**src/rtl/sps_pkg.sv**
```systemverilog
package sps_pkg;
    typedef enum logic [1:0] {
        ST_IDLE  = 2'd0,
        ST_READY = 2'd1,
        ST_SHIFT = 2'd2
    } sps_state_e;
endpackage

```
**src/rtl/sps_sync.sv**
```systemverilog
module sps_sync #(
    parameter int          N       = 3,
    parameter int          STAGES  = 2,
    parameter logic [N-1:0] RST_VAL = '0
) (
    input  logic         clk,
    input  logic         rst_n,
    input  logic [N-1:0] d,
    output logic [N-1:0] q
);
    for (genvar b = 0; b < N; b++) begin : g_bit
        logic [STAGES-1:0] chain;
        always_ff @(posedge clk or negedge rst_n) begin
            if (!rst_n) chain <= {STAGES{RST_VAL[b]}};
            else        chain <= {chain[STAGES-2:0], d[b]};
        end
        assign q[b] = chain[STAGES-1];
    end
endmodule

```
**src/rtl/sps_phase_mon.sv**
```systemverilog
module sps_phase_mon (
    input  logic clk,
    input  logic rst_n,
    input  logic sclk_s,
    input  logic mosi_s,
    input  logic sel,
    output logic rise,
    output logic fall,
    output logic pe_evt
);
    logic sclk_q, mosi_q;
    logic chg, chg_d1, rise_d1, rise_d2;

    assign rise = sclk_s & ~sclk_q;
    assign fall = ~sclk_s & sclk_q;
    assign chg  = mosi_s ^ mosi_q;

    always_ff @(posedge clk or negedge rst_n) begin
        if (!rst_n) begin
            sclk_q  <= 1'b0;
            mosi_q  <= 1'b0;
            chg_d1  <= 1'b0;
            rise_d1 <= 1'b0;
            rise_d2 <= 1'b0;
        end else begin
            sclk_q  <= sclk_s;
            mosi_q  <= mosi_s;
            chg_d1  <= chg;
            rise_d1 <= rise;
            rise_d2 <= rise_d1;
        end
    end

    // window: change at edge-1, edge, edge+1, edge+2
    assign pe_evt = sel & ((rise & (chg | chg_d1)) | (chg & (rise_d1 | rise_d2)));
endmodule

```
**src/rtl/sps_engine.sv**
```systemverilog
module sps_engine
    import sps_pkg::*;
#(
    parameter int FRAME_W = 8
) (
    input  logic               clk,
    input  logic               rst_n,
    input  logic               sel,
    input  logic               rise,
    input  logic               fall,
    input  logic               mosi_bit,
    input  logic               tb_we,
    input  logic [FRAME_W-1:0] tb_wdata,
    output logic               miso,
    output logic [FRAME_W-1:0] rx_data,
    output logic               rx_valid,
    output logic               te_evt,
    output sps_state_e         state
);
    localparam int CNT_W = (FRAME_W > 2) ? $clog2(FRAME_W) : 1;
    localparam logic [CNT_W-1:0] LAST = CNT_W'(FRAME_W - 1);

    sps_state_e         nxt;
    logic [FRAME_W-1:0] sreg, tbuf, shifted;
    logic [CNT_W-1:0]   cnt;
    logic               samp, tb_full, fresh, last;

    assign last    = (cnt == LAST);
    assign shifted = {sreg[FRAME_W-2:0], samp};

    always_ff @(posedge clk or negedge rst_n) begin
        if (!rst_n) state <= ST_IDLE;
        else        state <= nxt;
    end

    always_comb begin
        nxt = state;
        unique case (state)
            ST_IDLE:  if (sel) nxt = ST_READY;
            ST_READY: begin
                if (!sel)      nxt = ST_IDLE;
                else if (rise) nxt = ST_SHIFT;
            end
            ST_SHIFT: begin
                if (!sel)              nxt = ST_IDLE;
                else if (fall && last) nxt = ST_READY;
            end
            default: nxt = ST_IDLE;
        endcase
    end

    assign te_evt = (state == ST_READY) && sel && rise && !fresh;
    assign miso   = sel & sreg[FRAME_W-1];

    always_ff @(posedge clk or negedge rst_n) begin
        if (!rst_n) begin
            sreg     <= '0;
            tbuf     <= '0;
            rx_data  <= '0;
            cnt      <= '0;
            samp     <= 1'b0;
            tb_full  <= 1'b0;
            fresh    <= 1'b0;
            rx_valid <= 1'b0;
        end else begin
            rx_valid <= 1'b0;
            if (tb_we) begin
                tbuf    <= tb_wdata;
                tb_full <= 1'b1;
            end
            unique case (state)
                ST_IDLE, ST_READY: begin
                    if (state == ST_READY && sel && rise) begin
                        samp  <= mosi_bit;
                        fresh <= 1'b0;
                        cnt   <= '0;
                    end else if (tb_full) begin
                        sreg  <= tbuf;
                        fresh <= 1'b1;
                        if (!tb_we) tb_full <= 1'b0;
                    end
                end
                ST_SHIFT: begin
                    if (!sel) begin
                        cnt <= '0;
                    end else begin
                        if (rise) samp <= mosi_bit;
                        if (fall) begin
                            sreg <= shifted;
                            if (last) begin
                                rx_data  <= shifted;
                                rx_valid <= 1'b1;
                                cnt      <= '0;
                                if (tb_full) begin
                                    sreg  <= tbuf;
                                    fresh <= 1'b1;
                                    if (!tb_we) tb_full <= 1'b0;
                                end
                            end else begin
                                cnt <= cnt + 1'b1;
                            end
                        end
                    end
                end
                default: ;
            endcase
        end
    end
endmodule

```
**src/rtl/sps_flags.sv**
```systemverilog
module sps_flags (
    input  logic clk,
    input  logic rst_n,
    input  logic pe_evt,
    input  logic te_evt,
    input  logic err_clr,
    input  logic pe_en,
    input  logic te_en,
    output logic pe_flag,
    output logic te_flag,
    output logic err_irq
);
    always_ff @(posedge clk or negedge rst_n) begin
        if (!rst_n) begin
            pe_flag <= 1'b0;
            te_flag <= 1'b0;
        end else begin
            if (pe_evt)       pe_flag <= 1'b1;
            else if (err_clr) pe_flag <= 1'b0;
            if (te_evt)       te_flag <= 1'b1;
            else if (err_clr) te_flag <= 1'b0;
        end
    end

    assign err_irq = (pe_flag & pe_en) | (te_flag & te_en);
endmodule

```
**src/rtl/spi_slave_err.sv**
```systemverilog
module spi_slave_err
    import sps_pkg::*;
#(
    parameter int FRAME_W = 8
) (
    input  logic               clk,
    input  logic               rst_n,
    input  logic               sclk_in,
    input  logic               mosi_in,
    input  logic               ssn_in,
    output logic               miso_out,
    input  logic               tb_we,
    input  logic [FRAME_W-1:0] tb_wdata,
    output logic [FRAME_W-1:0] rx_data,
    output logic               rx_valid,
    output logic               busy,
    input  logic               pe_en,
    input  logic               te_en,
    input  logic               err_clr,
    output logic               pe_flag,
    output logic               te_flag,
    output logic               err_irq
);
    logic [2:0] pins_s;
    logic       sel, rise, fall, pe_evt, te_evt;
    sps_state_e st;

    sps_sync #(.N(3), .STAGES(2), .RST_VAL(3'b100)) u_sync (
        .clk   (clk),
        .rst_n (rst_n),
        .d     ({ssn_in, mosi_in, sclk_in}),
        .q     (pins_s)
    );

    assign sel = ~pins_s[2];

    sps_phase_mon u_mon (
        .clk    (clk),
        .rst_n  (rst_n),
        .sclk_s (pins_s[0]),
        .mosi_s (pins_s[1]),
        .sel    (sel),
        .rise   (rise),
        .fall   (fall),
        .pe_evt (pe_evt)
    );

    sps_engine #(.FRAME_W(FRAME_W)) u_eng (
        .clk      (clk),
        .rst_n    (rst_n),
        .sel      (sel),
        .rise     (rise),
        .fall     (fall),
        .mosi_bit (pins_s[1]),
        .tb_we    (tb_we),
        .tb_wdata (tb_wdata),
        .miso     (miso_out),
        .rx_data  (rx_data),
        .rx_valid (rx_valid),
        .te_evt   (te_evt),
        .state    (st)
    );

    assign busy = (st == ST_SHIFT);

    sps_flags u_flags (
        .clk     (clk),
        .rst_n   (rst_n),
        .pe_evt  (pe_evt),
        .te_evt  (te_evt),
        .err_clr (err_clr),
        .pe_en   (pe_en),
        .te_en   (te_en),
        .pe_flag (pe_flag),
        .te_flag (te_flag),
        .err_irq (err_irq)
    );
endmodule

```
**config.mk**
```make
export PLATFORM = sky130hd
export DESIGN_NAME = spi_slave_err
export DESIGN_NICKNAME = d
export VERILOG_FILES = /design/src/rtl/sps_pkg.sv /design/src/rtl/sps_sync.sv /design/src/rtl/sps_phase_mon.sv /design/src/rtl/sps_engine.sv /design/src/rtl/sps_flags.sv /design/src/rtl/spi_slave_err.sv
export SDC_FILE = /design/constraint.sdc
export NUM_CORES = 1
export LEC_CHECK = 0
export ABC_AREA = 1
export ABC_CLOCK_PERIOD_IN_PS = 1900
export CAP_MARGIN = 20
export CORE_MARGIN = 10
export CORE_UTILIZATION = 52
export DETAILED_ROUTE_END_ITERATION = 8
export PLACE_DENSITY = 0.85
export SLEW_MARGIN = 20
export SYNTH_ARGS = -nofsm -noshare
export SYNTH_HDL_FRONTEND = slang
export SYNTH_SLANG_ARGS = --single-unit
```
**constraint.sdc**
```tcl
create_clock -name clk -period 1.9 [get_ports clk]
set_input_delay 0.19 -clock clk [delete_from_list [all_inputs] [get_ports clk]]
set_output_delay 0.19 -clock clk [all_outputs]
set_load 0.05 [all_outputs]
```
# Word level (Yosys, flattened, before mapping)
# Cells that the tools add are included.
# totals
word_cells,109
out_inout_bits,14
ff_bits,46
in_bits,17
# op_classes
n_mux,43
bitwise_logic,16
n_eq_ne,14
reduce_logical,16
add_sub_neg,1
# op_table
cell,n
2-to-1 mux 8 bit,6
2-to-1 mux 1 bit,22
one-hot mux 8 bit (2 select lines),1
2-to-1 mux 3 bit,4
AND reduction 4 bit,3
2-to-1 mux 2 bit,5
!= test 2 x 1 -> 1 bit (second input constant),5
bitwise AND 1 bit,8
!= test 2 bit (second input constant),3
!= test 3 x 1 -> 1 bit (second input constant),2
one-hot mux 1 bit (2 select lines),3
one-hot mux 2 bit (3 select lines),1
one-hot mux 3 bit (2 select lines),1
AND reduction 3 bit,2
nonzero test 2 bit,3
AND reduction 5 bit,1
logical AND 1 bit,4
bitwise OR 1 bit,4
adder 3 x 1 -> 3 bit (second input constant),1
equality test 3 bit (second input constant),1
!= test 3 x 2 -> 1 bit (second input constant),1
inverter 1 bit,3
equality test 2 x 1 -> 1 bit (second input constant),1
equality test 2 bit (second input constant),1
4 further kinds,4

# Depth between registers and ports, before layout
# Gate-level depths: netlist of run 1.
# logic_depth
depth_word,7
depth_mapped,8
ltp_nobuf,8

# Modules after synthesis
# A second synthesis of run 1 with hierarchy kept.
# unflattened
hier_cells,237
area_unflattened_um2,1970.6
# modules_own_cells
module,cells_per_inst,area_each_um2,instances,seq_area_each_um2
sps_engine,192,1498.9,1,825.8
sps_phase_mon,21,195.2,1,125.1
sps_sync,9,175.2,1,152.6
sps_flags,12,87.6,1,50.0
spi_slave_err,3,13.8,1,0.0

# Worst setup path after synthesis of run 1
# OpenSTA, ideal clock, no wires.
# synth_timing
kind,register to register
start,reg u_eng.cnt[0]
end,reg u_eng.sreg[0]
required_ps,1784
n_path_buf,0
setup_ps,116
period_less_slack_ps,1469
path_stages_with_launch,9
setup_slack_ps,431
t_arrival_ps,1353
path_cell_list,dfrtp_1 -> ha_1 -> ha_1 -> nand2_2 -> nand3_1 -> nand2_1 -> nand2_1 -> nand3_1 -> nand2_1
# synth_between
elab_chain_cells,5
# synth_rtl
element,line,rtl
start: declaration,sps_engine.sv:25,logic [CNT_W-1:0] cnt;
start signal: assignment,sps_engine.sv:100,cnt <= cnt + 1'b1;
equality test 3 bit,sps_engine.sv:28,assign last = (cnt == LAST);
2-to-1 mux 8 bit,sps_engine.sv:90,if (last) begin
2-to-1 mux 8 bit,sps_engine.sv:88,if (fall) begin
2-to-1 mux 8 bit,sps_engine.sv:84,if (!sel) begin
one-hot mux 8 bit (2 select lines),sps_engine.sv:71,unique case (state)
end signal: assignment,sps_engine.sv:78,sreg <= tbuf;
end signal: assignment,sps_engine.sv:89,sreg <= shifted;
end signal: assignment,sps_engine.sv:95,sreg <= tbuf;
end: declaration,sps_engine.sv:24,"logic [FRAME_W-1:0] sreg, tbuf, shifted;"
# No other way between the ends. The select of a mux whose other input is x is not followed.
# A chain may end at the register's enable or synchronous reset.

# Final worst setup path of run 1
# layout_timing
start,reg u_eng.rx_data[4]
end,out rx_data[4]
# layout_rtl
element,line,rtl
start: declaration,sps_engine.sv:15,"output logic [FRAME_W-1:0] rx_data,"
start signal: assignment,sps_engine.sv:91,rx_data <= shifted;
end: declaration,spi_slave_err.sv:14,"output logic [FRAME_W-1:0] rx_data,"
# No word-level cell between the ends.

==> results of run 1 <==
power breakdown:
group	internal, mW	leakage [nW]	switching (mW)	total (mW)
clock	0.258	0.0441	0.323	0.582
combinational	0.107	0.662	0.163	0.270
sequential	1.06	0.580	0.0682	1.13
total	1.43	1.29	0.555	1.98
path summary, 6_finish.rpt:
kind,startpoint,endpoint,slack [ps]
min in group asynchronous,rst_n,u_eng.sreg[0],330
max in group asynchronous,rst_n,u_sync.g_bit[2].chain[0],980
setup / recovery,u_eng.rx_data[4],rx_data[4],210
setup reg to reg,u_eng.cnt[0],u_eng.sreg[4],250
hold reg to reg,u_sync.g_bit[1].chain[0],u_sync.g_bit[1].chain[1],350
hold / removal,ssn_in,u_sync.g_bit[2].chain[0],310
final cells by class:
cell class	count	area [sq um]	share of cell area
clock inverters	3	21.3	0.00874
inverters	15	62.6	0.0257
clock buffers	5	68.8	0.0283
well taps	48	60.1	0.0247
flip-flops and latches	46	1150	0.474
multi-input cells	160	737	0.303
repair buffers	33	330	0.136
sequential cells by signal (all words and copies together), names as in the netlist:
register and cells:
u_eng.tb_full 1, u_mon.mosi_q 1, u_mon.sclk_q 1, u_eng.fresh 1
u_mon.chg_d1 1, u_mon.rise_d2 1, u_flags.te_flag 1, u_mon.rise_d1 1
u_eng.tbuf 8, u_eng.rx_data 8, u_eng.rx_valid 1, u_eng.samp 1
u_eng.cnt 3, u_sync.g_bit.chain 6, u_flags.pe_flag 1, u_eng.sreg 8
u_eng.state 2
cell usage after synthesis, drive strengths merged, types with 2 or more instances:
library cell,count,area share
a21oi,4,0.010
buf,3,0.014
clkinv,3,0.0088
dfrtp,44,0.56
dfstp,2,0.027
ha,2,0.013
inv,12,0.023
nand2,112,0.23
nand3,21,0.062
nor2,12,0.030
o21ai,5,0.015
layer usage:
layer | GRT usage | vias to the layer above
li1 | - | 771
met1 | 0.149 | 701
met2 | 0.212 | 39
met3 | 0.0338 | 6
met4 | 0.0629 | 0
met5 | 0 | -
kinds of logic (layout without fill, tap and decap cells):
kind of cell	Yosys count	after routing	share of synthesized area
AO/OA/AOI/OAI	11	11	0.0328
XOR/XNOR	1	1	0.00442
adder cells (fa/ha/maj)	2	2	0.0126
AND/OR/NAND/NOR	146	146	0.322
flip-flops	46	46	0.582
buffers and inverters	18	56	0.0455
per-stage QoR:
stage	power, mW	std cells
floorplan	1.30	224
global placement	1.41	301
detailed placement	1.42	301
CTS	2.00	310
global route	2.09	310
finish	1.98	310
repair_timing:
action                     CTS  global route
setup buffers                0             0
resized for setup            0             1
hold endpoints to repair    14             0
setup endpoints to repair    0             1
hold buffers                 1             0
==> reports/metrics.yaml, run 1 <==
cts_tree: "built"
fp.dieW_microns: 81.7
hold_path_class: "in -> reg"
tns_ps: 0
crit_slowest_cell: "clkdlybuf4s50_1"
place_ws_ps: 266
post-route-util: 0.665
placed_cell_area_sq_um: 2330
arrival_ps: 1500
wl_met1_microns: 1740
cp.depth: 1
layout_commonest_cell: "nand2_1"
routedWlPerCell_microns: 12.3
worst-path-buf-inv: 1
finalHoldViolations: 0
grt_pass1_vias: 1537
fillers: 290
final_nets: 280
drive_gt1_frac: 0.115
grt_max_degree: 18
rows: 22
worstPathCellList: "clkdlybuf4s50_1"
vias: 1517
r2r_cells: 8
clk_pin_slew_ps: 90
power_density_nw_per_um2: 814
syn_to_final_growth_pct: 22.9
fin_skew_ps: 13.3
cts_buffer_depth: 2
ys_ff_latch: 46
synthCells: 224
core-area_sq_um: 3660
gp_congestion: 0.847
dr.pass1.iters: 4
synthArstFlopShare: 1.00
maxCapViolations: 0
max_slew_margin: 0.662
ys_warn_count: 0
max_freq_ghz: 0.591
htreeDepth: 2
syn_area_sq_um: 1980
syn_avg_cell_area_sq_um: 8.84
clkSinkCount: 46
synth_edf_count: 0
finalMaxSlewViolations: 0
worst_pin_slew_ps: 506
fin_crit_sh: 0.890
die_h_microns: 81.7
grt_overflow: 0
cts-root-buf: "clkbuf_8"
path_delay_family: "buffers and inverters"
wirelength_microns: 3810
worst_path_largest_cell_delay_ps: 810
final_cell_mix: "106 x nand2_1, 44 x dfrtp_1, 26 x clkdlybuf4s50_1"
cts_made_buffers: 5
clkLatencyLatePin_ps: 310
grt_antenna_before_repair: 0
ir_worst_vdd_mv: 0.390
period_needed_ps: 1690
setup_viol: 0
wl_met3_microns: 226
synth_flop_cell: "dfrtp_1"
rsz0062_at_grt: "false"
ys_seq_area_frac: 0.582
diodes: 0
fin_hold_ws_ps: 306
crit_type: "reg -> out"
met2WireLength_microns: 1760
initial_core_util: 0.541
stdcell_area_sq_um: 2430
path_max_fanout: 2
outcome: "finished clean"
yosysUniqueCellTypes: 26
vias_per_cell: 4.89
io_buffers: 30
critPathCaptureType: "output port"
required_ps: 1710
first_iter_violations: 132
dp_hpwl_microns: 2930
holdPathStages: 1
highest_layer: "met4"
p_leak_nw: 1.29
ios: 31
synth_nets: 243
drtAntennaViolNets: 0
grtUsageTotal: 0.127
start_kind: "flop"
layout_setup_ws_ps: 209
grt_pass1_wl_microns: 6650
drcViolationCount: 0
dieArea_sq_um: 6680
Power figures use the tool's default switching activity.
==> run 2: changes to the inputs <==
--- a/config.mk
+++ b/config.mk
@@ -6,10 +6,11 @@
 export NUM_CORES = 1
 export LEC_CHECK = 0
 export ABC_AREA = 1
-export ABC_CLOCK_PERIOD_IN_PS = 1900
+export ABC_CLOCK_PERIOD_IN_PS = 1800
 export CAP_MARGIN = 20
 export CORE_MARGIN = 10
 export CORE_UTILIZATION = 52
+export CTS_CLUSTER_SIZE = 14
 export DETAILED_ROUTE_END_ITERATION = 8
 export PLACE_DENSITY = 0.85
 export SLEW_MARGIN = 20
==> constraint.sdc (replaced) <==
create_clock -name clk -period 1.8 [get_ports clk]
set_input_delay 0.18 -clock clk [delete_from_list [all_inputs] [get_ports clk]]
set_output_delay 0.18 -clock clk [all_outputs]
set_load 0.05 [all_outputs]
==> reports/metrics.yaml, run 2 (same netlist as run 1, synthesis figures left out) <==
worst_path_largest_cell_delay_ps: 810
grt_max_degree: 47
path_max_fanout: 3
grt_pass1_vias: 1542
io_buffers: 30
gp_congestion: 0.904
hold_path_class: "in -> reg"
ios: 31
final_nets: 281
rsz0062_at_grt: "false"
r2r_cells: 8
cts_made_buffers: 5
dr.pass1.iters: 4
r2r_slack_ps: 260
final_cell_mix: "106 x nand2_1, 44 x dfrtp_1, 26 x clkdlybuf4s50_1"
finalHoldViolations: 0
max_slew_margin: 0.630
whs_endpoint: "u_sync.g_bit[2].chain[0]"
multi_input_area_sq_um: 737
htreeDepth: 2
fillers: 286
hold_start: "ssn_in"
start_kind: "flop"
placed_cells: 302
diodes: 0
outcome: "finished clean"
core-area_sq_um: 3660
register_area_sq_um: 1150
reg2reg_to: "u_eng.sreg[3]"
grtUsageTotal: 0.126
drive_gt1_frac: 0.118
max_freq_ghz: 0.597
drcViolationCount: 0
post-route-util: 0.669
clkLatencyLatePin_ps: 300
crit_slowest_cell: "clkdlybuf4s50_1"
first_iter_violations: 117
dp_hpwl_microns: 2840
grt_overflow: 0
worst-path-buf-inv: 1
worst_pin_slew_ps: 555
syn_to_final_growth_pct: 23.7
cp.depth: 1
p_leak_nw: 1.28
routedWlPerCell_microns: 12.3
tns_ps: 0
fp.dieW_microns: 81.7
worstPathCellList: "clkdlybuf4s50_1"
cts-root-buf: "clkbuf_8"
grt_antenna_before_repair: 0
postCtsSetupRepairBufs: 0
vias: 1541
cts_buffer_depth: 2
clkSinkCount: 46
grt_pass1_wl_microns: 6640
required_ps: 1620
finalMaxSlewViolations: 0
drtAntennaViolNets: 0
rows: 22
period_needed_ps: 1680
ir_worst_vdd_mv: 0.468
setup_viol: 0
arrival_ps: 1500
r2r_start: "u_eng.cnt[0]"
layout_commonest_cell: "nand2_1"
fin_skew_ps: 3.05
maxCapViolations: 0
wirelength_microns: 3830
fin_crit_sh: 0.931
path_delay_family: "buffers and inverters"
crit_type: "reg -> out"
dieArea_sq_um: 6680
holdPathStages: 1
power_density_nw_per_um2: 859
clk_pin_slew_ps: 80
stdcell_count: 311
die_h_microns: 81.7
critPathCaptureType: "output port"
cts_tree: "built"
initial_core_util: 0.541
vias_per_cell: 4.95
reg.largest.list: "u_eng.rx_data (8), u_eng.sreg (8), u_eng.tbuf (8)"
run 2: cell types whose count changed in the layout (fill, tap and decap cells not counted):
cell            change
dlymetal6s2s_1      -1
buf_12              +1
dlygate4sd2_1       +1
run 2: how the worst max path moves through the flow:
stage	slack (ps)	endpoint	startpoint
after floorplan	330	u_eng.sreg[0]	u_eng.cnt[0]
after global placement	290	miso_out	u_sync.g_bit[2].chain[1]
after detailed placement	270	u_eng.sreg[5]	u_eng.cnt[0]
after CTS	110	pe_flag	u_flags.pe_flag
after global routing	70	pe_flag	u_flags.pe_flag
final	120	pe_flag	u_flags.pe_flag
run 2: what timing repair did:
action                                  CTS  global route
hold buffers                              1             0
endpoints found under the hold margin    44             0
gates resized for setup                   1             0
endpoints found under the setup margin    1             0
run 2: through the flow:
step	instance area [sq um]	total power [mW]	hold WS, ps	setup slack (ps)
3_3_place_gp	2350	1.49	284	289
2_1_floorplan	1980	1.37	-116	331
4_1_cts	2450	2.12	269	108
6_report	2450	2.10	277	124
3_5_place_dp	2350	1.50	286	273
5_1_grt	2450	2.21	271	74.2
run 2: metal layers:
layer	vias up	wire, microns	GRT usage
met1	705	1620	0.141
met4	0	99	0.0850
met3	7	346	0.0328
met2	55	1770	0.209
li1	774	-	-
met5	-	0	0
run 2: power by group:
group	internal, mW	switching (mW)
logic	0.116	0.177
registers	1.12	0.0700
clock network	0.273	0.350
total	1.51	0.597
run 2: area by class of cell:
| cell class | instances | area share |
|---|---|---|
| Inverter | 15 | 0.0255 |
| Clock buffer | 5 | 0.0281 |
| Multi-Input combinational cell | 160 | 0.301 |
| Timing Repair Buffer | 34 | 0.141 |
| Tap cell | 48 | 0.0245 |
| Sequential cell | 46 | 0.471 |
| Clock inverter | 3 | 0.00868 |
==> run 3: changes to the inputs <==
--- a/config.mk
+++ b/config.mk
@@ -16,4 +16,5 @@
 export SLEW_MARGIN = 20
 export SYNTH_ARGS = -nofsm -noshare
 export SYNTH_HDL_FRONTEND = slang
+export SYNTH_HIERARCHICAL = 1
 export SYNTH_SLANG_ARGS = --single-unit
==> reports/metrics.yaml, run 3 <==
arrival_ps: 1490
yosys.area.top_type: "dfrtp_1"
p_leak_nw: 1.34
clkSinkCount: 46
required_ps: 1620
synth_edf_count: 0
ys_seq_area_frac: 0.585
dr.pass1.iters: 4
fp.dieW_microns: 81.6
initial_core_util: 0.538
worst_path_largest_cell_delay_ps: 820
r2r_slack_ps: 220
grt_pass1_vias: 1561
grtUsageTotal: 0.126
dieArea_sq_um: 6650
grt_overflow: 0
finalHoldViolations: 0
routedWlPerCell_microns: 12.0
dp_hpwl_microns: 2940
clkLatencyLatePin_ps: 300
synth_common_cells: "126 x nand2_1, 44 x dfrtp_1, 17 x inv_1"
worstPathCellList: "clkdlybuf4s50_1"
io_buffers: 30
reg.largest.list: "u_eng/rx_data (8), u_eng/sreg (8), u_eng/tbuf (8)"
synthTopCellsByArea: "dfrtp_1 56%, nand2_1 24%, inv_1 3.2%"
hold_path_class: "in -> reg"
maxCapViolations: 0
cts_made_buffers: 5
ir_worst_vdd_mv: 0.545
vias: 1531
stdcell_area_sq_um: 2420
holdPathStages: 1
synth_flop_cell: "dfrtp_1"
fin_crit_sh: 0.930
tns_ps: 0
cp.depth: 1
first_iter_violations: 116
rows: 22
path_delay_family: "buffers and inverters"
max_slew_margin: 0.658
crit_slowest_cell: "clkdlybuf4s50_1"
wirelength_microns: 3820
period_needed_ps: 1670
drcViolationCount: 0
worst_pin_slew_ps: 511
htreeDepth: 2
rsz0062_at_grt: "false"
multi_input_area_sq_um: 703
worst-path-buf-inv: 1
synthArstFlopShare: 1.00
final_cell_mix: "126 x nand2_1, 44 x dfrtp_1, 26 x clkdlybuf4s50_1"
drtAntennaViolNets: 0
vias_per_cell: 4.80
reg2reg_to: "u_eng/fresh"
clk_pin_slew_ps: 80
path_max_fanout: 3
cts_buffer_depth: 2
drive_gt1_frac: 0.103
placed_cell_area_sq_um: 2320
ys_warn_count: 6
die_h_microns: 81.6
syn_area_sq_um: 1970
yosysMostFrequentCell: "nand2_1"
gp_congestion: 0.844
diodes: 0
ios: 31
grt_antenna_before_repair: 0
grt_pass1_wl_microns: 6560
r2r_cells: 6
start_kind: "flop"
fillers: 306
syn_avg_cell_area_sq_um: 8.31
fin_skew_ps: 9.92
cts-root-buf: "clkbuf_8"
outcome: "finished clean"
layout_commonest_cell: "nand2_1"
setup_viol: 0
register_area_sq_um: 1150
finalMaxSlewViolations: 0
syn_to_final_growth_pct: 22.7
synthCells: 237
crit_type: "reg -> out"
synth_nets: 256
power_density_nw_per_um2: 883
yosysUniqueCellTypes: 22
cts_tree: "built"
max_freq_ghz: 0.597
r2r_start: "u_eng/cnt[0]"
final_nets: 289
endpoint: "te_flag"
postCtsSetupRepairBufs: 0
core-area_sq_um: 3660
ys_ff_latch: 46
grt_max_degree: 26
critPathLaunch: "u_flags/te_flag"
critPathCaptureType: "output port"
netlist.area_leader.share: 0.559
## run 3: logic make-up (layout without fill, tap and decap cells)
kind of cell | Yosys count | count (layout) | share of synthesized area
and+or+nand+nor | 149 | 149 | 0.310
DFF | 46 | 46 | 0.585
buffers and inverters | 27 | 61 | 0.0578
adders and majority gates | 2 | 2 | 0.0127
AOI/OAI and AO/OA | 13 | 13 | 0.0343
## run 3: stage by stage
| step | std cells | hold slack (ps) | worst slack (ps) | utilization | power, mW |
|---|---|---|---|---|---|
| final | 319 | 285 | 125 | 0.660 | 2.13 |
| after floorplan | 237 | -116 | 448 | - | 1.39 |
| after CTS | 319 | 273 | 107 | 0.660 | 2.15 |
| after global placement | 310 | 166 | 311 | 0.633 | 1.50 |
| after detailed placement | 310 | 175 | 171 | 0.633 | 1.52 |
| after global routing | 319 | 269 | 71.8 | 0.660 | 2.25 |
## run 3: cell type report
cell class              count  share of cell area
repair buffers             32               0.137
well taps                  48              0.0248
flip-flops and latches     46               0.477
clock buffers               7              0.0357
multi-input cells         164               0.291
inverters                  21              0.0326
clock inverters             1             0.00207
## run 3: worst min path at each step
stage            from                       end  slack (ps)
3_5_place_dp    rst_n  u_sync/g_bit[1].chain[0]         180
4_1_cts        ssn_in  u_sync/g_bit[2].chain[0]         270
3_3_place_gp    rst_n  u_sync/g_bit[1].chain[0]         170
5_1_grt        ssn_in  u_sync/g_bit[2].chain[0]         270
6_report       ssn_in  u_sync/g_bit[2].chain[0]         290
2_1_floorplan   rst_n              u_eng/cnt[0]        -120
## run 3: timing repair
action | 4_1_cts | 5_1_grt
resized for setup | 0 | 1
endpoints found under the setup margin | 0 | 1
hold endpoints to repair | 20 | 0
hold buffers | 1 | 0
## run 3: where the power goes
part / switching (mW) / internal [mW]
Combinational: 0.179 / 0.118
Sequential: 0.0761 / 1.12
Clock: 0.326 / 0.310
Total: 0.581 / 1.55
## run 3: layer usage
layer / global-route usage / part of all wire / up-vias
li1: - / - / 778
met1: 0.145 / 0.45 / 700
met2: 0.205 / 0.46 / 48
met3: 0.0469 / 0.071 / 5
met4: 0.0588 / 0.019 / 0
met5: 0 / 0 / -
